### config.mk
export PLATFORM = sky130hd
export DESIGN_NAME = pwm_timer8
export DESIGN_NICKNAME = d
export VERILOG_FILES = /design/src/rtl/timer8_pkg.sv /design/src/rtl/timer8_prescale.sv /design/src/rtl/timer8_counter.sv /design/src/rtl/timer8_compare.sv /design/src/rtl/timer8_wave.sv /design/src/rtl/pwm_timer8.sv
export SDC_FILE = /design/constraint.sdc
export NUM_CORES = 1
export LEC_CHECK = 0
export BUFFER_PORTS_ARGS = -buffer_cell sky130_fd_sc_hd__buf_4
export CORE_ASPECT_RATIO = 1.2
export CORE_UTILIZATION = 57
export CTS_BUF_LIST = sky130_fd_sc_hd__clkbuf_8 sky130_fd_sc_hd__clkbuf_16
export CTS_CLUSTER_DIAMETER = 30
export DETAILED_ROUTE_END_ITERATION = 7
export GPL_ROUTABILITY_DRIVEN = 1
export PLACE_DENSITY = 0.79
export SLEW_MARGIN = 30
export SYNTH_ARGS = -nofsm -noshare
export SYNTH_HDL_FRONTEND = slang
export SYNTH_SLANG_ARGS = --single-unit
### constraint.sdc
create_clock -name clk -period 2.6 [get_ports clk]
set_input_delay 0.39 -clock clk [delete_from_list [all_inputs] [get_ports clk]]
set_output_delay 0.39 -clock clk [all_outputs]
set_load 0.005 [all_outputs]
### src/rtl/timer8_pkg.sv
package timer8_pkg;

  typedef enum logic [1:0] {
    MODE_FREE  = 2'd0,
    MODE_CTC   = 2'd1,
    MODE_FAST  = 2'd2,
    MODE_DUAL  = 2'd3
  } tmode_e;

  typedef enum logic [1:0] {
    OUT_HOLD   = 2'd0,
    OUT_TOGGLE = 2'd1,
    OUT_CLEAR  = 2'd2,
    OUT_SET    = 2'd3
  } oact_e;

  function automatic logic mode_is_pwm(tmode_e m);
    return (m == MODE_FAST) || (m == MODE_DUAL);
  endfunction

  function automatic logic apply_action(oact_e a, logic cur);
    case (a)
      OUT_TOGGLE: return ~cur;
      OUT_CLEAR:  return 1'b0;
      OUT_SET:    return 1'b1;
      default:    return cur;
    endcase
  endfunction

endpackage

### src/rtl/timer8_prescale.sv
module timer8_prescale #(
  parameter int PSC_W = 10
) (
  input  logic       clk,
  input  logic       rst_n,
  input  logic [2:0] sel,
  output logic       tick
);
  localparam int TAP1 = 3;
  localparam int TAP2 = 6;
  localparam int TAP3 = 8;
  localparam int TAP4 = PSC_W;

  logic [PSC_W-1:0] div_q;

  always_ff @(posedge clk or negedge rst_n) begin
    if (!rst_n) div_q <= '0;
    else        div_q <= div_q + 1'b1;
  end

  always_comb begin
    case (sel)
      3'd1:    tick = 1'b1;
      3'd2:    tick = &div_q[TAP1-1:0];
      3'd3:    tick = &div_q[TAP2-1:0];
      3'd4:    tick = &div_q[TAP3-1:0];
      3'd5:    tick = &div_q[TAP4-1:0];
      default: tick = 1'b0;
    endcase
  end

  a_r1_div8_rate: assert property (@(posedge clk) disable iff (!rst_n)
    (sel == 3'd2 && tick) |=> !tick);

endmodule

### src/rtl/timer8_counter.sv
module timer8_counter
  import timer8_pkg::*;
#(
  parameter int CNT_W = 8
) (
  input  logic             clk,
  input  logic             rst_n,
  input  logic             tick,
  input  tmode_e           mode,
  input  logic             match,
  output logic [CNT_W-1:0] count,
  output logic             down,
  output logic             wrap_evt,
  output logic             ovf_evt
);
  localparam logic [CNT_W-1:0] CMAX = {CNT_W{1'b1}};
  localparam logic [CNT_W-1:0] CMIN = '0;

  logic             at_max, at_min, nxt_down;
  logic [CNT_W-1:0] nxt;

  assign at_max = (count == CMAX);
  assign at_min = (count == CMIN);

  always_comb begin
    nxt      = count + 1'b1;
    nxt_down = 1'b0;
    case (mode)
      MODE_CTC:  nxt = match ? CMIN : count + 1'b1;
      MODE_DUAL: begin
        if (!down) begin
          nxt      = at_max ? count - 1'b1 : count + 1'b1;
          nxt_down = at_max;
        end else begin
          nxt      = at_min ? count + 1'b1 : count - 1'b1;
          nxt_down = !at_min;
        end
      end
      default:   nxt = count + 1'b1;
    endcase
  end

  assign wrap_evt = tick && at_max && !down;
  assign ovf_evt  = (mode == MODE_DUAL) ? (tick && down && at_min) : (tick && at_max);

  always_ff @(posedge clk or negedge rst_n) begin
    if (!rst_n) begin
      count <= '0;
      down  <= 1'b0;
    end else begin
      if (tick) count <= nxt;
      if (mode != MODE_DUAL) down <= 1'b0;
      else if (tick)         down <= nxt_down;
    end
  end

  a_r1_hold_without_step: assert property (@(posedge clk) disable iff (!rst_n)
    !tick |=> $stable(count));
  a_r2_roll_to_zero: assert property (@(posedge clk) disable iff (!rst_n)
    (mode == MODE_FREE && tick && count == CMAX) |=> count == CMIN);
  a_r3_restart: assert property (@(posedge clk) disable iff (!rst_n)
    (mode == MODE_CTC && match) |=> count == CMIN);
  a_r5_turn_at_top: assert property (@(posedge clk) disable iff (!rst_n)
    (mode == MODE_DUAL && tick && at_max && !down) |=> (count == CMAX - 1'b1) && down);

endmodule

### src/rtl/timer8_compare.sv
module timer8_compare
  import timer8_pkg::*;
#(
  parameter int CNT_W = 8
) (
  input  logic             clk,
  input  logic             rst_n,
  input  tmode_e           mode,
  input  logic             tick,
  input  logic             wrap_evt,
  input  logic [CNT_W-1:0] count,
  input  logic             cmp_we,
  input  logic [CNT_W-1:0] cmp_data,
  output logic [CNT_W-1:0] cmp_act,
  output logic             match
);
  logic             pwm, upd;
  logic [CNT_W-1:0] hold_q;

  assign pwm   = mode_is_pwm(mode);
  assign upd   = pwm && wrap_evt;
  assign match = tick && (count == cmp_act);

  always_ff @(posedge clk or negedge rst_n) begin
    if (!rst_n) begin
      cmp_act <= '0;
      hold_q  <= '0;
    end else begin
      if (cmp_we) hold_q <= cmp_data;
      if (cmp_we && !pwm) cmp_act <= cmp_data;
      else if (upd)       cmp_act <= hold_q;
    end
  end

  a_r6_buffered_stable: assert property (@(posedge clk) disable iff (!rst_n)
    (pwm && !wrap_evt) |=> $stable(cmp_act));
  a_r6_direct_write: assert property (@(posedge clk) disable iff (!rst_n)
    (!pwm && cmp_we) |=> cmp_act == $past(cmp_data));

endmodule

### src/rtl/timer8_wave.sv
module timer8_wave
  import timer8_pkg::*;
#(
  parameter int CNT_W = 8
) (
  input  logic             clk,
  input  logic             rst_n,
  input  tmode_e           mode,
  input  oact_e            act,
  input  logic             match,
  input  logic             wrap_evt,
  input  logic             down,
  input  logic             force_in,
  input  logic [CNT_W-1:0] cmp_act,
  output logic             wave
);
  localparam logic [CNT_W-1:0] CMAX = {CNT_W{1'b1}};

  logic nxt;

  always_comb begin
    nxt = wave;
    case (mode)
      MODE_FAST: begin
        if (wrap_evt) begin
          if (act == OUT_CLEAR)    nxt = 1'b1;
          else if (act == OUT_SET) nxt = 1'b0;
        end else if (match) begin
          if (act == OUT_CLEAR)    nxt = 1'b0;
          else if (act == OUT_SET) nxt = 1'b1;
        end
      end
      MODE_DUAL: begin
        if (match) begin
          if (act == OUT_CLEAR)    nxt = down;
          else if (act == OUT_SET) nxt = !down;
        end
      end
      default: begin
        if (match || force_in) nxt = apply_action(act, wave);
      end
    endcase
  end

  always_ff @(posedge clk or negedge rst_n) begin
    if (!rst_n) wave <= 1'b0;
    else        wave <= nxt;
  end

  a_r8_steady_high: assert property (@(posedge clk) disable iff (!rst_n)
    (mode == MODE_FAST && act == OUT_CLEAR && cmp_act == CMAX && wave) |=> wave);
  a_r7_force_ignored_pwm: assert property (@(posedge clk) disable iff (!rst_n)
    (mode_is_pwm(mode) && !match && !wrap_evt) |=> $stable(wave));

endmodule

### src/rtl/pwm_timer8.sv
module pwm_timer8
  import timer8_pkg::*;
#(
  parameter int CNT_W = 8,
  parameter int PSC_W = 10
) (
  input  logic             clk,
  input  logic             rst_n,
  input  logic             cfg_we,
  input  logic [1:0]       cfg_mode,
  input  logic [2:0]       cfg_clk_sel,
  input  logic [1:0]       cfg_out_mode,
  input  logic             cmp_we,
  input  logic [CNT_W-1:0] cmp_data,
  input  logic             force_match,
  input  logic             ovf_clr,
  input  logic             cmp_clr,
  output logic [CNT_W-1:0] count,
  output logic             wave_out,
  output logic             ovf_flag,
  output logic             cmp_flag
);
  tmode_e           mode_q;
  oact_e            act_q;
  logic [2:0]       sel_q;
  logic             tick, match, down, wrap_evt, ovf_evt, force_eff;
  logic [CNT_W-1:0] cmp_act;

  always_ff @(posedge clk or negedge rst_n) begin
    if (!rst_n) begin
      mode_q <= MODE_FREE;
      act_q  <= OUT_HOLD;
      sel_q  <= 3'd0;
    end else if (cfg_we) begin
      mode_q <= tmode_e'(cfg_mode);
      act_q  <= oact_e'(cfg_out_mode);
      sel_q  <= cfg_clk_sel;
    end
  end

  assign force_eff = force_match && !mode_is_pwm(mode_q);

  timer8_prescale #(.PSC_W(PSC_W)) u_psc (
    .clk(clk), .rst_n(rst_n), .sel(sel_q), .tick(tick)
  );

  timer8_counter #(.CNT_W(CNT_W)) u_cnt (
    .clk(clk), .rst_n(rst_n), .tick(tick), .mode(mode_q), .match(match),
    .count(count), .down(down), .wrap_evt(wrap_evt), .ovf_evt(ovf_evt)
  );

  timer8_compare #(.CNT_W(CNT_W)) u_cmp (
    .clk(clk), .rst_n(rst_n), .mode(mode_q), .tick(tick), .wrap_evt(wrap_evt),
    .count(count), .cmp_we(cmp_we), .cmp_data(cmp_data),
    .cmp_act(cmp_act), .match(match)
  );

  timer8_wave #(.CNT_W(CNT_W)) u_wave (
    .clk(clk), .rst_n(rst_n), .mode(mode_q), .act(act_q), .match(match),
    .wrap_evt(wrap_evt), .down(down), .force_in(force_eff), .cmp_act(cmp_act),
    .wave(wave_out)
  );

  always_ff @(posedge clk or negedge rst_n) begin
    if (!rst_n) begin
      ovf_flag <= 1'b0;
      cmp_flag <= 1'b0;
    end else begin
      ovf_flag <= ovf_evt | (ovf_flag & ~ovf_clr);
      cmp_flag <= match   | (cmp_flag & ~cmp_clr);
    end
  end

  a_r9_ovf_sticky: assert property (@(posedge clk) disable iff (!rst_n)
    (ovf_flag && !ovf_clr) |=> ovf_flag);
  a_r9_cmp_sticky: assert property (@(posedge clk) disable iff (!rst_n)
    (cmp_flag && !cmp_clr) |=> cmp_flag);
  a_r12_cmp_source: assert property (@(posedge clk) disable iff (!rst_n)
    (!cmp_flag && !match) |=> !cmp_flag);
  a_r7_force_no_count: assert property (@(posedge clk) disable iff (!rst_n)
    (force_match && !tick) |=> $stable(count));

endmodule

==> results of run 1 <==
[area by class of cell]
cell class              instances  area [um^2]
fillers                       327         1160
repair buffers                 40          300
multi-input cells             170         1200
well taps                      54         67.6
clock inverters                 2         35.0
clock buffers                   5         68.8
inverters                      14         52.6
flip-flops and latches         45         1130
[placed cells by master (no fill, tap or decap), types with 2 or more instances in the layout]
master,count
o31ai_1,9
o22ai_1,2
inv_1,14
a31oi_1,6
mux2i_1,11
o21ai_0,19
nor2_1,11
xor2_1,2
mux2_2,11
clkbuf_8,5
nand2_1,26
nand2b_1,2
o311ai_0,2
ha_1,5
a21oi_1,3
nor3_1,6
nand4_1,3
nand3_1,10
a22oi_1,3
dfrtp_1,45
or3_1,3
buf_4,40
xnor2_1,13
and3_1,3
[state kept, by name, summed over array words and instances, names as in the netlist]
name and count:
u_psc.div_q 10, u_cmp.cmp_act 8, u_cmp.hold_q 8, u_cnt.count 8
sel_q 3, act_q 2, mode_q 2, cmp_flag 1
ovf_flag 1, u_cnt.down 1, u_wave.wave 1
[kinds of logic (layout without fill, tap and decap cells)]
logic type,after synthesis,after routing,share of synthesized area (%)
AND/OR/NAND/NOR,73,73,15.3
XOR/XNOR,15,15,5.44
AO/OA/AOI/OAI,55,55,16.5
flip-flops,45,45,46.6
multiplexers,22,22,9.68
adder cells (fa/ha/maj),5,5,2.59
buffers and inverters,23,61,3.88
[critical path: stages, from the launching register on]
cell,delay (ns)
dfrtp_1,0.39
ha_1,0.18
ha_1,0.21
nor4bb_1,0.30
a311oi_1,0.13
o32a_4,0.34
or4_1,0.52
a31oi_1,0.16
mux2i_1,0.08
[per-layer routing]
layer / track usage (%) / routed length, um
met1: 31.5 / 2040
met3: 4.23 / 207
met4: 10.6 / 106
met5: 0 / 0
met2: 37.0 / 2270
[how the worst max path moves through the flow]
stage | cells after the start | slack [ns] | startpoint | to
floorplan | 8 | 0.29 | u_psc.div_q[0] | u_cmp.cmp_act[6]
global placement | 8 | 0.28 | u_psc.div_q[0] | u_wave.wave
detailed placement | 8 | 0.17 | u_psc.div_q[0] | u_wave.wave
CTS | 8 | 0.18 | u_psc.div_q[0] | u_wave.wave
global route | 8 | -0.002 | u_psc.div_q[0] | u_wave.wave
finish | 8 | 0.17 | u_psc.div_q[0] | u_wave.wave
[through the flow]
stage	instance area, um^2	instances
after floorplan	2420	238
after global placement	2740	323
after detailed placement	2740	323
after CTS	2850	330
after global routing	2850	330
final	2850	330
[where the power goes]
part           total (mW)  leakage, nW  switching, mW  internal, mW
sequential          0.887        0.561          0.104         0.783
clock               0.515       0.0540          0.235         0.280
combinational       0.454        0.653          0.223         0.231
total                1.86         1.27          0.562          1.29
==> impl_metrics.sql, run 1 <==
INSERT INTO impl_metrics (metric_group, metric, value, unit) VALUES
('outcome', 'run_status', 'finished, final reports clean', ''),
('timing', 'timing.final.hold_violations', '0', ''),
('setup_path', 'worst_setup_path_end_kind', 'flop', ''),
('timing', 'layout_setup_ws', '0.174', 'ns'),
('global_routing', 'grt_pass1_wl', '7870', 'um'),
('drt', 'detail_route.drc_violations', '0', ''),
('die', 'design.portCount', '33', ''),
('placement', 'numPortBuffers', '32', ''),
('yosys', 'synthesis.instances', '238', ''),
('timing', 'setup_violations', '0', ''),
('die', 'die_area', '0.00450', 'mm^2'),
('global_routing', 'groute.usage.overall', '23.5', '%'),
('yosys', 'synthTopCellsByCount', 'dfrtp_1, nand2_1, o21ai_0, inv_1, xnor2_1', ''),
('drt', 'drtIter0Drc', '96', ''),
('drt', 'totalWireLength', '4630', 'um'),
('yosys', 'top_ff_cell_synth', 'dfrtp_1', ''),
('die', 'initial_utilization', '60.3', '%'),
('setup_path', 'worst-setup-path-type', 'reg2reg', ''),
('yosys', 'ys.warnings.count', '0', ''),
('yosys', 'async_reset_ff_share', '100', '%'),
('global_routing', 'grt_antenna_before_repair', '0', ''),
('timing', 'tns_setup', '0', 'ns'),
('yosys', 'yosys.cell_count.top_type', 'dfrtp_1', ''),
('drt', 'post_drt_wl_per_cell', '14.0', 'um'),
('power', 'design_power_total', '1.86', 'mW'),
('drt', 'detailroute.via_count', '1934', ''),
('drt', 'drtPass1Iterations', '4', ''),
('finish', 'final_core_utilization', '71.1', '%'),
('setup_path', 'critPathArrivalTime', '2.61', 'ns'),
('setup_path', 'worstReg2RegStart', 'u_psc.div_q[0]', ''),
('cts', 'clock_sinks', '45', ''),
('global_routing', 'grt.overflow.total', '0', ''),
('setup_path', 'regToRegEndpoint', 'u_wave.wave', ''),
('finish', 'insertedDiodeCount', '0', ''),
('cts', 'tritoncts', 'done', ''),
('power', 'leakage_power', '1.27', 'nW'),
('timing', 'max_slew.worst_pin.slew', '0.605', 'ns'),
('placement', 'gpl.final_weighted_congestion', '0.901', ''),
('power', 'p_per_cell_area', '652', 'mW/mm^2'),
('setup_path', 'worst-r2r-cell-count', '8', ''),
('cts', 'cts_resized', '0', ''),
('yosys', 'synthesized_area', '0.00242', 'mm^2'),
('timing', 'unrepaired_setup_endpoints_after_global_routing', 'yes', ''),
('finish', 'syn2layout_area_growth', '17.8', '%'),
('die', 'std_cell_rows', '25', ''),
('yosys', 'yosysTopAreaCell', 'dfrtp_1', ''),
('yosys', 'mappedNetlistNets', '265', ''),
('cts', 'ctsHoldBuffers', '0', ''),
('cts', 'clock_latency', '0.30', 'ns'),
('yosys', 'synth.lib_cells_used.distinct', '46', ''),
('cts', 'maximum_clock_path_buffer_count', '2', ''),
('timing', 'worst_clock_skew', '0.00957', 'ns'),
('die', 'die_h', '73.3', 'um'),
('setup_path', 'worst_setup_path_start_kind', 'flop', ''),
('cts', 'cts_htree_levels', '2', ''),
('placement', 'placement.setup.worst_slack', '0.175', 'ns'),
('die', 'fp.dieW', '61.4', 'um'),
('power', 'vdd_ir_drop_max', '0.478', 'mV'),
('setup_path', 'regToRegSetupSlack', '0.17', 'ns'),
('timing', 'finalCritPeriodShare', '93.3', '%'),
('global_routing', 'first_global_vias', '1740', ''),
('yosys', 'synth_edf_count', '0', ''),
('hold_path', 'worstHoldPathType', 'in2async', ''),
('yosys', 'yosys-top-cells-area', 'dfrtp_1, mux2_2, xnor2_1', ''),
('timing', 'report.final.slew_viol_count', '0', ''),
('timing', 'relSlewSlack', '59.6', '%'),
('yosys', 'yosysSeqAreaShare', '46.6', '%'),
('global_routing', 'grt_start_max_net_pins', '46', ''),
('setup_path', 'worstPathMaxFanout', '17', ''),
('cts', 'ctsRootBufferMaster', 'clkbuf_8', ''),
('finish', 'ratio_of_cells_with_drive_above_1_in_the_final_layout', '23.9', '%');
Power figures use the tool's default switching activity.
==> run 2, diff against run 1 <==
--- a/config.mk
+++ b/config.mk
@@ -7,13 +7,14 @@
 export LEC_CHECK = 0
 export BUFFER_PORTS_ARGS = -buffer_cell sky130_fd_sc_hd__buf_4
 export CORE_ASPECT_RATIO = 1.2
-export CORE_UTILIZATION = 57
+export CORE_UTILIZATION = 58
 export CTS_BUF_LIST = sky130_fd_sc_hd__clkbuf_8 sky130_fd_sc_hd__clkbuf_16
 export CTS_CLUSTER_DIAMETER = 30
 export DETAILED_ROUTE_END_ITERATION = 7
 export GPL_ROUTABILITY_DRIVEN = 1
-export PLACE_DENSITY = 0.79
+export PLACE_DENSITY = 0.8
 export SLEW_MARGIN = 30
 export SYNTH_ARGS = -nofsm -noshare
 export SYNTH_HDL_FRONTEND = slang
+export SYNTH_HIERARCHICAL = 1
 export SYNTH_SLANG_ARGS = --single-unit
==> impl_metrics.sql, run 2 <==
INSERT INTO impl_metrics (metric_group, metric, value, unit) VALUES
('finish', 'insertedDiodeCount', '0', ''),
('yosys', 'ys.warnings.count', '6', ''),
('global_routing', 'grt.overflow.total', '0', ''),
('cts', 'clock_sinks', '45', ''),
('global_routing', 'first_global_vias', '1967', ''),
('drt', 'route.antenna.remaining_nets', '0', ''),
('yosys', 'synth_edf_count', '0', ''),
('setup_path', 'critical_path.max_stage_delay', '0.42', 'ns'),
('yosys', 'top_ff_cell_synth', 'dfrtp_1', ''),
('drt', 'detailroute.via_count', '2092', ''),
('timing', 'finalCritPeriodShare', '94.0', '%'),
('yosys', 'synth.lib_cells_used.distinct', '59', ''),
('global_routing', 'grt_pass1_wl', '9320', 'um'),
('yosys', 'synthTopCellsByCount', 'dfrtp_1, a21oi_1, xnor2_1', ''),
('setup_path', 'worstReg2RegStart', 'u_psc/div_q[1]', ''),
('timing', 'report.final.slew_viol_count', '0', ''),
('yosys', 'synthesized_area', '0.00269', 'mm^2'),
('die', 'die_h', '76.7', 'um'),
('finish', 'mostFrequentLayoutCells', 'dfrtp_1, buf_4, a21oi_1, xnor2_1', ''),
('drt', 'vias_per_cell', '5.99', ''),
('timing', 'relSlewSlack', '62.0', '%'),
('hold_path', 'worstHoldPathType', 'in2async', ''),
('cts', 'clk_pin_slew', '0.08', 'ns'),
('cts', 'cts_htree_levels', '2', ''),
('setup_path', 'path_buf_inv', '2', ''),
('setup_path', 'worst-endpoint-required', '2.76', 'ns'),
('die', 'initial_utilization', '61.8', '%'),
('drt', 'detail_route.drc_violations', '0', ''),
('die', 'std_cell_rows', '26', ''),
('yosys', 'syn-mean-instance-area', '10.8', 'um^2'),
('drt', 'drtPass1Iterations', '4', ''),
('yosys', 'yosysSeqAreaShare', '41.8', '%'),
('finish', 'sequential_cell_area', '0.00113', 'mm^2'),
('drt', 'totalWireLength', '5510', 'um'),
('cts', 'cts_inserted_buffers', '5', ''),
('finish', 'multiInputGateArea', '0.00148', 'mm^2'),
('cts', 'clock_latency', '0.30', 'ns'),
('placement', 'gpl.final_weighted_congestion', '0.947', ''),
('outcome', 'run_status', 'finished, final reports clean', ''),
('timing', 'tns_setup', '0', 'ns'),
('power', 'vdd_ir_drop_max', '0.425', 'mV'),
('cts', 'tritoncts', 'done', ''),
('die', 'design.portCount', '33', ''),
('yosys', 'yosys.cell_count.top_type', 'dfrtp_1', ''),
('setup_path', 'worst_setup_path_start_kind', 'flop', ''),
('finish', 'ratio_of_cells_with_drive_above_1_in_the_final_layout', '31.1', '%'),
('timing', 'setup_violations', '0', ''),
('setup_path', 'critical_path.cell_chain', 'ha_2 > ha_1 > nand3b_1 > a21o_1 > o41ai_2 > buf_4 > inv_1 > nor4_4 > mux2i_1 > mux2_1 > nand2_1 > o211ai_1', ''),
('finish', 'largest_register_ffs', '10', ''),
('placement', 'placed_cells', '338', ''),
('die', 'core_region_area', '0.00436', 'mm^2'),
('timing', 'timing.final.hold_violations', '0', ''),
('placement', 'numPortBuffers', '32', ''),
('setup_path', 'worst-setup-path-type', 'reg2reg', ''),
('power', 'design_power_total', '2.02', 'mW'),
('setup_path', 'critPathArrivalTime', '2.61', 'ns'),
('timing', 'worst_clock_skew', '0.00933', 'ns'),
('setup_path', 'slowest_cp_cell', 'dfrtp_1', ''),
('placement', 'hpwl_after_detailed_placement', '3820', 'um'),
('timing', 'min_period', '2.44', 'ns'),
('setup_path', 'critical_path.startpoint', 'u_psc/div_q[1]', ''),
('finish', 'top_register', 'u_psc/div_q', ''),
('finish', 'finish.net_count', '320', ''),
('cts', 'ctsHoldBuffers', '0', ''),
('yosys', 'yosysTopAreaCell', 'dfrtp_1', ''),
('yosys', 'async_reset_ff_share', '100', '%'),
('global_routing', 'grt_antenna_before_repair', '0', ''),
('global_routing', 'groute.usage.overall', '23.8', '%'),
('setup_path', 'worst_setup_path_end_kind', 'flop', ''),
('timing', 'max_slew.worst_pin.slew', '0.571', 'ns'),
('timing', 'fmaxAchievable', '409', 'MHz'),
('finish', 'syn2layout_area_growth', '17.0', '%'),
('yosys', 'synth.top_cell.area_share', '41.8', '%'),
('timing', 'unrepaired_setup_endpoints_after_global_routing', 'no', ''),
('run', 'drv.max_cap_violation_count', '0', ''),
('setup_path', 'path_delay_family', 'simple AND/OR/NAND/NOR gates', ''),
('yosys', 'postSynthRegisterBits', '45', ''),
('yosys', 'mappedNetlistNets', '276', ''),
('die', 'die_area', '0.00492', 'mm^2'),
('finish', 'fillerInstances', '332', ''),
('yosys', 'synthesis.instances', '249', ''),
('power', 'leakage_power', '1.34', 'nW'),
('power', 'p_per_cell_area', '640', 'mW/mm^2'),
('drt', 'drtIter0Drc', '231', ''),
('die', 'fp.dieW', '64.2', 'um'),
('cts', 'maximum_clock_path_buffer_count', '2', ''),
('yosys', 'yosys-top-cells-area', 'dfrtp_1, xnor2_1, mux2i_1', ''),
('global_routing', 'grt_start_max_net_pins', '46', ''),
('finish', 'final_cell_count_no_fill', '349', ''),
('drt', 'post_drt_wl_per_cell', '15.8', 'um'),
('cts', 'ctsRootBufferMaster', 'clkbuf_8', ''),
('setup_path', 'worstPathMaxFanout', '5', '');
[run 2: cell types whose count changed in the layout (fill, tap and decap cells not counted), moves of 5 or more]
cell	change
mux2_4	+7
buf_4	+5
nor2b_1	+8
o31ai_1	-8
a21oi_1	+16
a211oi_1	+5
o21ai_0	-17
nand2_1	-15
[run 2: stage by stage]
stage          setup WS [ns]  utilization, %  cell area, um^2  hold slack (ns)
2_1_floorplan        0.00112               -             2690           0.0944
3_3_place_gp           0.157            69.1             3010            0.423
3_5_place_dp           0.112            69.1             3010            0.427
4_1_cts               0.0820            71.2             3100           0.0994
5_1_grt               0.0334            72.3             3150            0.126
6_report               0.157            72.3             3150           0.0864
[run 2: layout make-up]
| class | count | share of cell area [%] |
|---|---|---|
| multi-input combinational | 184 | 47.0 |
| timing repair buffer | 46 | 10.9 |
| sequential | 45 | 35.7 |
| clock inverter | 1 | 0.238 |
| inverter | 11 | 1.31 |
| clock buffer | 6 | 2.62 |
| tap | 56 | 2.22 |
[run 2: power by group]
part	internal, mW	switching [mW]
combinational	0.341	0.323
sequential	0.785	0.130
clock	0.210	0.228
[run 2: logic make-up (layout without fill, tap and decap cells)]
family	count (synthesis)	count (layout)	share of synthesized area (%)
DFF	45	45	41.8
buffers and inverters	20	64	4.23
AOI/OAI and AO/OA	61	61	17.9
and+or+nand+nor	73	73	16.1
xor gates and xnor gates	17	17	5.53
adders and majority gates	5	5	2.32
muxes	28	28	12.2
[run 2: path summary, 6_finish.rpt]
check	to	cells past startpoint	slack (ns)
max reg2reg	u_wave/wave	12	0.16
min	act_q[0]	1	0.09
max	u_wave/wave	12	0.16
min in group clk	act_q[1]	2	0.32
min reg2reg	u_psc/div_q[9]	1	0.48
max in group asynchronous	u_cmp/hold_q[6]	1	2.12
[run 2: per-layer routing]
metal  GRT usage (%)  vias to the layer above  routed length (um)
met1            32.7                      995                2440
met2            38.7                       82                2730
met5               0                        -                   0
met3            3.57                       10                 251
li1                -                     1005                   -
met4            7.33                        0                  87
[run 2: repair_timing]
| action | in CTS | in global routing |
|---|---|---|
| resized for setup | 0 | 6 |
| setup buffers | 0 | 3 |
| setup endpoints to repair | 0 | 10 |
==> run 3, diff against run 2 <==
--- a/config.mk
+++ b/config.mk
@@ -12,6 +12,7 @@
 export CTS_CLUSTER_DIAMETER = 30
 export DETAILED_ROUTE_END_ITERATION = 7
 export GPL_ROUTABILITY_DRIVEN = 1
+export GPL_TIMING_DRIVEN = 0
 export PLACE_DENSITY = 0.8
 export SLEW_MARGIN = 30
 export SYNTH_ARGS = -nofsm -noshare
==> impl_metrics.sql, run 3 (synthesized netlist as in run 2, its figures left out) <==
INSERT INTO impl_metrics (metric_group, metric, value, unit) VALUES
('finish', 'largest_register_ffs', '10', ''),
('finish', 'final_core_utilization', '74.1', '%'),
('cts', 'tritoncts', 'done', ''),
('setup_path', 'worst_setup_path_start_kind', 'flop', ''),
('die', 'design.portCount', '33', ''),
('cts', 'ctsRootBufferMaster', 'clkbuf_8', ''),
('power', 'leakage_power', '1.41', 'nW'),
('power', 'p_per_cell_area', '619', 'mW/mm^2'),
('drt', 'drtIter0Drc', '219', ''),
('setup_path', 'regToRegEndpoint', 'u_wave/wave', ''),
('finish', 'finish.net_count', '324', ''),
('finish', 'layout_commonest_cell', 'dfrtp_1', ''),
('timing', 'layout_setup_ws', '0.0666', 'ns'),
('run', 'drv.max_cap_violation_count', '0', ''),
('global_routing', 'grt_pass1_wl', '9260', 'um'),
('timing', 'finalCritPeriodShare', '97.4', '%'),
('setup_path', 'worst_setup_path_end_kind', 'flop', ''),
('timing', 'report.final.slew_viol_count', '0', ''),
('finish', 'insertedDiodeCount', '0', ''),
('timing', 'setup_violations', '0', ''),
('power', 'design_power_total', '2.00', 'mW'),
('drt', 'detailroute.via_count', '2092', ''),
('cts', 'maximum_clock_path_buffer_count', '2', ''),
('global_routing', 'first_global_vias', '1919', ''),
('finish', 'sequential_cell_area', '0.00113', 'mm^2'),
('finish', 'mostFrequentLayoutCells', 'dfrtp_1, buf_4, a21oi_1, xnor2_1', ''),
('timing', 'timing.final.hold_violations', '0', ''),
('setup_path', 'worst-setup-path-type', 'reg2reg', ''),
('timing', 'relSlewSlack', '62.6', '%'),
('timing', 'worst_clock_skew', '0.00559', 'ns'),
('finish', 'final_cell_count_no_fill', '353', ''),
('cts', 'clock_sinks', '45', ''),
('global_routing', 'grt.overflow.total', '0', ''),
('setup_path', 'worstPathMaxFanout', '8', ''),
('timing', 'max_slew.worst_pin.slew', '0.562', 'ns'),
('timing', 'min_period', '2.53', 'ns'),
('setup_path', 'worst-endpoint-required', '2.77', 'ns'),
('setup_path', 'critPathArrivalTime', '2.71', 'ns'),
('drt', 'post_drt_wl_per_cell', '16.4', 'um'),
('finish', 'ratio_of_cells_with_drive_above_1_in_the_final_layout', '32.7', '%'),
('die', 'std_cell_rows', '26', ''),
('cts', 'clock_latency', '0.29', 'ns'),
('cts', 'cts_inserted_buffers', '5', ''),
('finish', 'top_register', 'u_psc/div_q', ''),
('hold_path', 'worstHoldPathType', 'in2async', ''),
('placement', 'placement.cell_area', '0.00300', 'mm^2'),
('cts', 'ctsHoldBuffers', '0', ''),
('setup_path', 'worstReg2RegStart', 'u_psc/div_q[2]', ''),
('cts', 'cts_htree_levels', '2', ''),
('drt', 'vias_per_cell', '5.93', ''),
('setup_path', 'worst-r2r-cell-count', '10', ''),
('die', 'die_area', '0.00492', 'mm^2'),
('placement', 'placed_cells', '336', ''),
('setup_path', 'regToRegSetupSlack', '0.07', 'ns'),
('global_routing', 'grt_antenna_before_repair', '0', ''),
('placement', 'placement.setup.worst_slack', '-0.778', 'ns'),
('timing', 'timing.hold.ws', '0.0744', 'ns'),
('finish', 'multiInputGateArea', '0.00152', 'mm^2'),
('placement', 'gpl.final_weighted_congestion', '0.897', ''),
('die', 'fp.dieW', '64.2', 'um'),
('die', 'initial_utilization', '61.8', '%'),
('placement', 'hpwl_after_detailed_placement', '3960', 'um'),
('global_routing', 'grt_start_max_net_pins', '46', ''),
('finish', 'syn2layout_area_growth', '19.8', '%'),
('drt', 'detail_route.drc_violations', '0', ''),
('finish', 'fillerInstances', '325', ''),
('power', 'vdd_ir_drop_max', '0.451', 'mV'),
('finish', 'final_cell_area', '0.00323', 'mm^2'),
('timing', 'fmaxAchievable', '395', 'MHz'),
('cts', 'clk_pin_slew', '0.08', 'ns'),
('global_routing', 'groute.usage.overall', '24.3', '%'),
('outcome', 'run_status', 'finished, final reports clean', ''),
('die', 'core_region_area', '0.00436', 'mm^2'),
('die', 'die_h', '76.7', 'um'),
('timing', 'tns_setup', '0', 'ns'),
('drt', 'route.antenna.remaining_nets', '0', ''),
('placement', 'numPortBuffers', '31', ''),
('drt', 'drtPass1Iterations', '4', ''),
('drt', 'totalWireLength', '5780', 'um');
[run 3: changes by cell type in the layout (fill, tap and decap cells not counted), sizes merged]
| cell | previous run | this run |
|---|---|---|
| buf | 46 | 49 |
| clkinv | 0 | 1 |
| clkinvlp | 1 | 0 |
| inv | 11 | 12 |
[run 3: worst max-delay path by stage]
stage	startpoint	to	slack (ns)	cells past startpoint
after floorplan	u_psc/div_q[0]	u_cnt/count[4]	0.001	9
after global placement	u_psc/div_q[0]	u_cnt/count[4]	-0.82	9
after detailed placement	u_psc/div_q[0]	u_cnt/count[4]	-0.78	9
after CTS	u_psc/div_q[0]	u_cnt/count[4]	0.01	11
after global routing	u_psc/div_q[2]	u_cnt/count[5]	-0.04	10
final	u_psc/div_q[2]	u_wave/wave	0.07	10
[run 3: where the power goes]
group / leakage (nW) / internal, mW / switching (mW)
registers: 0.545 / 0.785 / 0.137
clock network: 0.0454 / 0.182 / 0.230
logic: 0.819 / 0.343 / 0.321
[run 3: layout make-up]
class	instances	share of cell area, %
Clock buffer	5	2.13
Clock inverter	2	0.388
Multi-Input combinational cell	184	47.1
Tap cell	56	2.17
Inverter	11	1.36
Buffer	9	2.33
Timing Repair Buffer	41	9.65
Sequential cell	45	34.9
[run 3: timing repair]
action	4_1_cts	5_1_grt
resized for setup	8	7
setup buffers	3	7
endpoints found under the hold margin	0	0
endpoints found under the setup margin	17	16
pin swaps	3	5
[run 3: routing by layer]
metal | global-route usage (%) | share of wire [%] | routed length (um)
met1 | 31.7 | 44 | 2570
met2 | 41.0 | 51 | 2970
met3 | 4.17 | 3.4 | 198
met4 | 7.56 | 0.76 | 44
met5 | 0 | 0 | 0
[run 3: worst max-delay path, stage by stage (launching register included)]
cell	delay (ns)
dfrtp_1	0.40
and4_4	0.28
nand2_4	0.08
o41ai_4	0.46
buf_4	0.20
inv_4	0.06
nor4_4	0.32
mux2i_1	0.13
mux2_1	0.33
nand2_1	0.07
o211ai_1	0.07
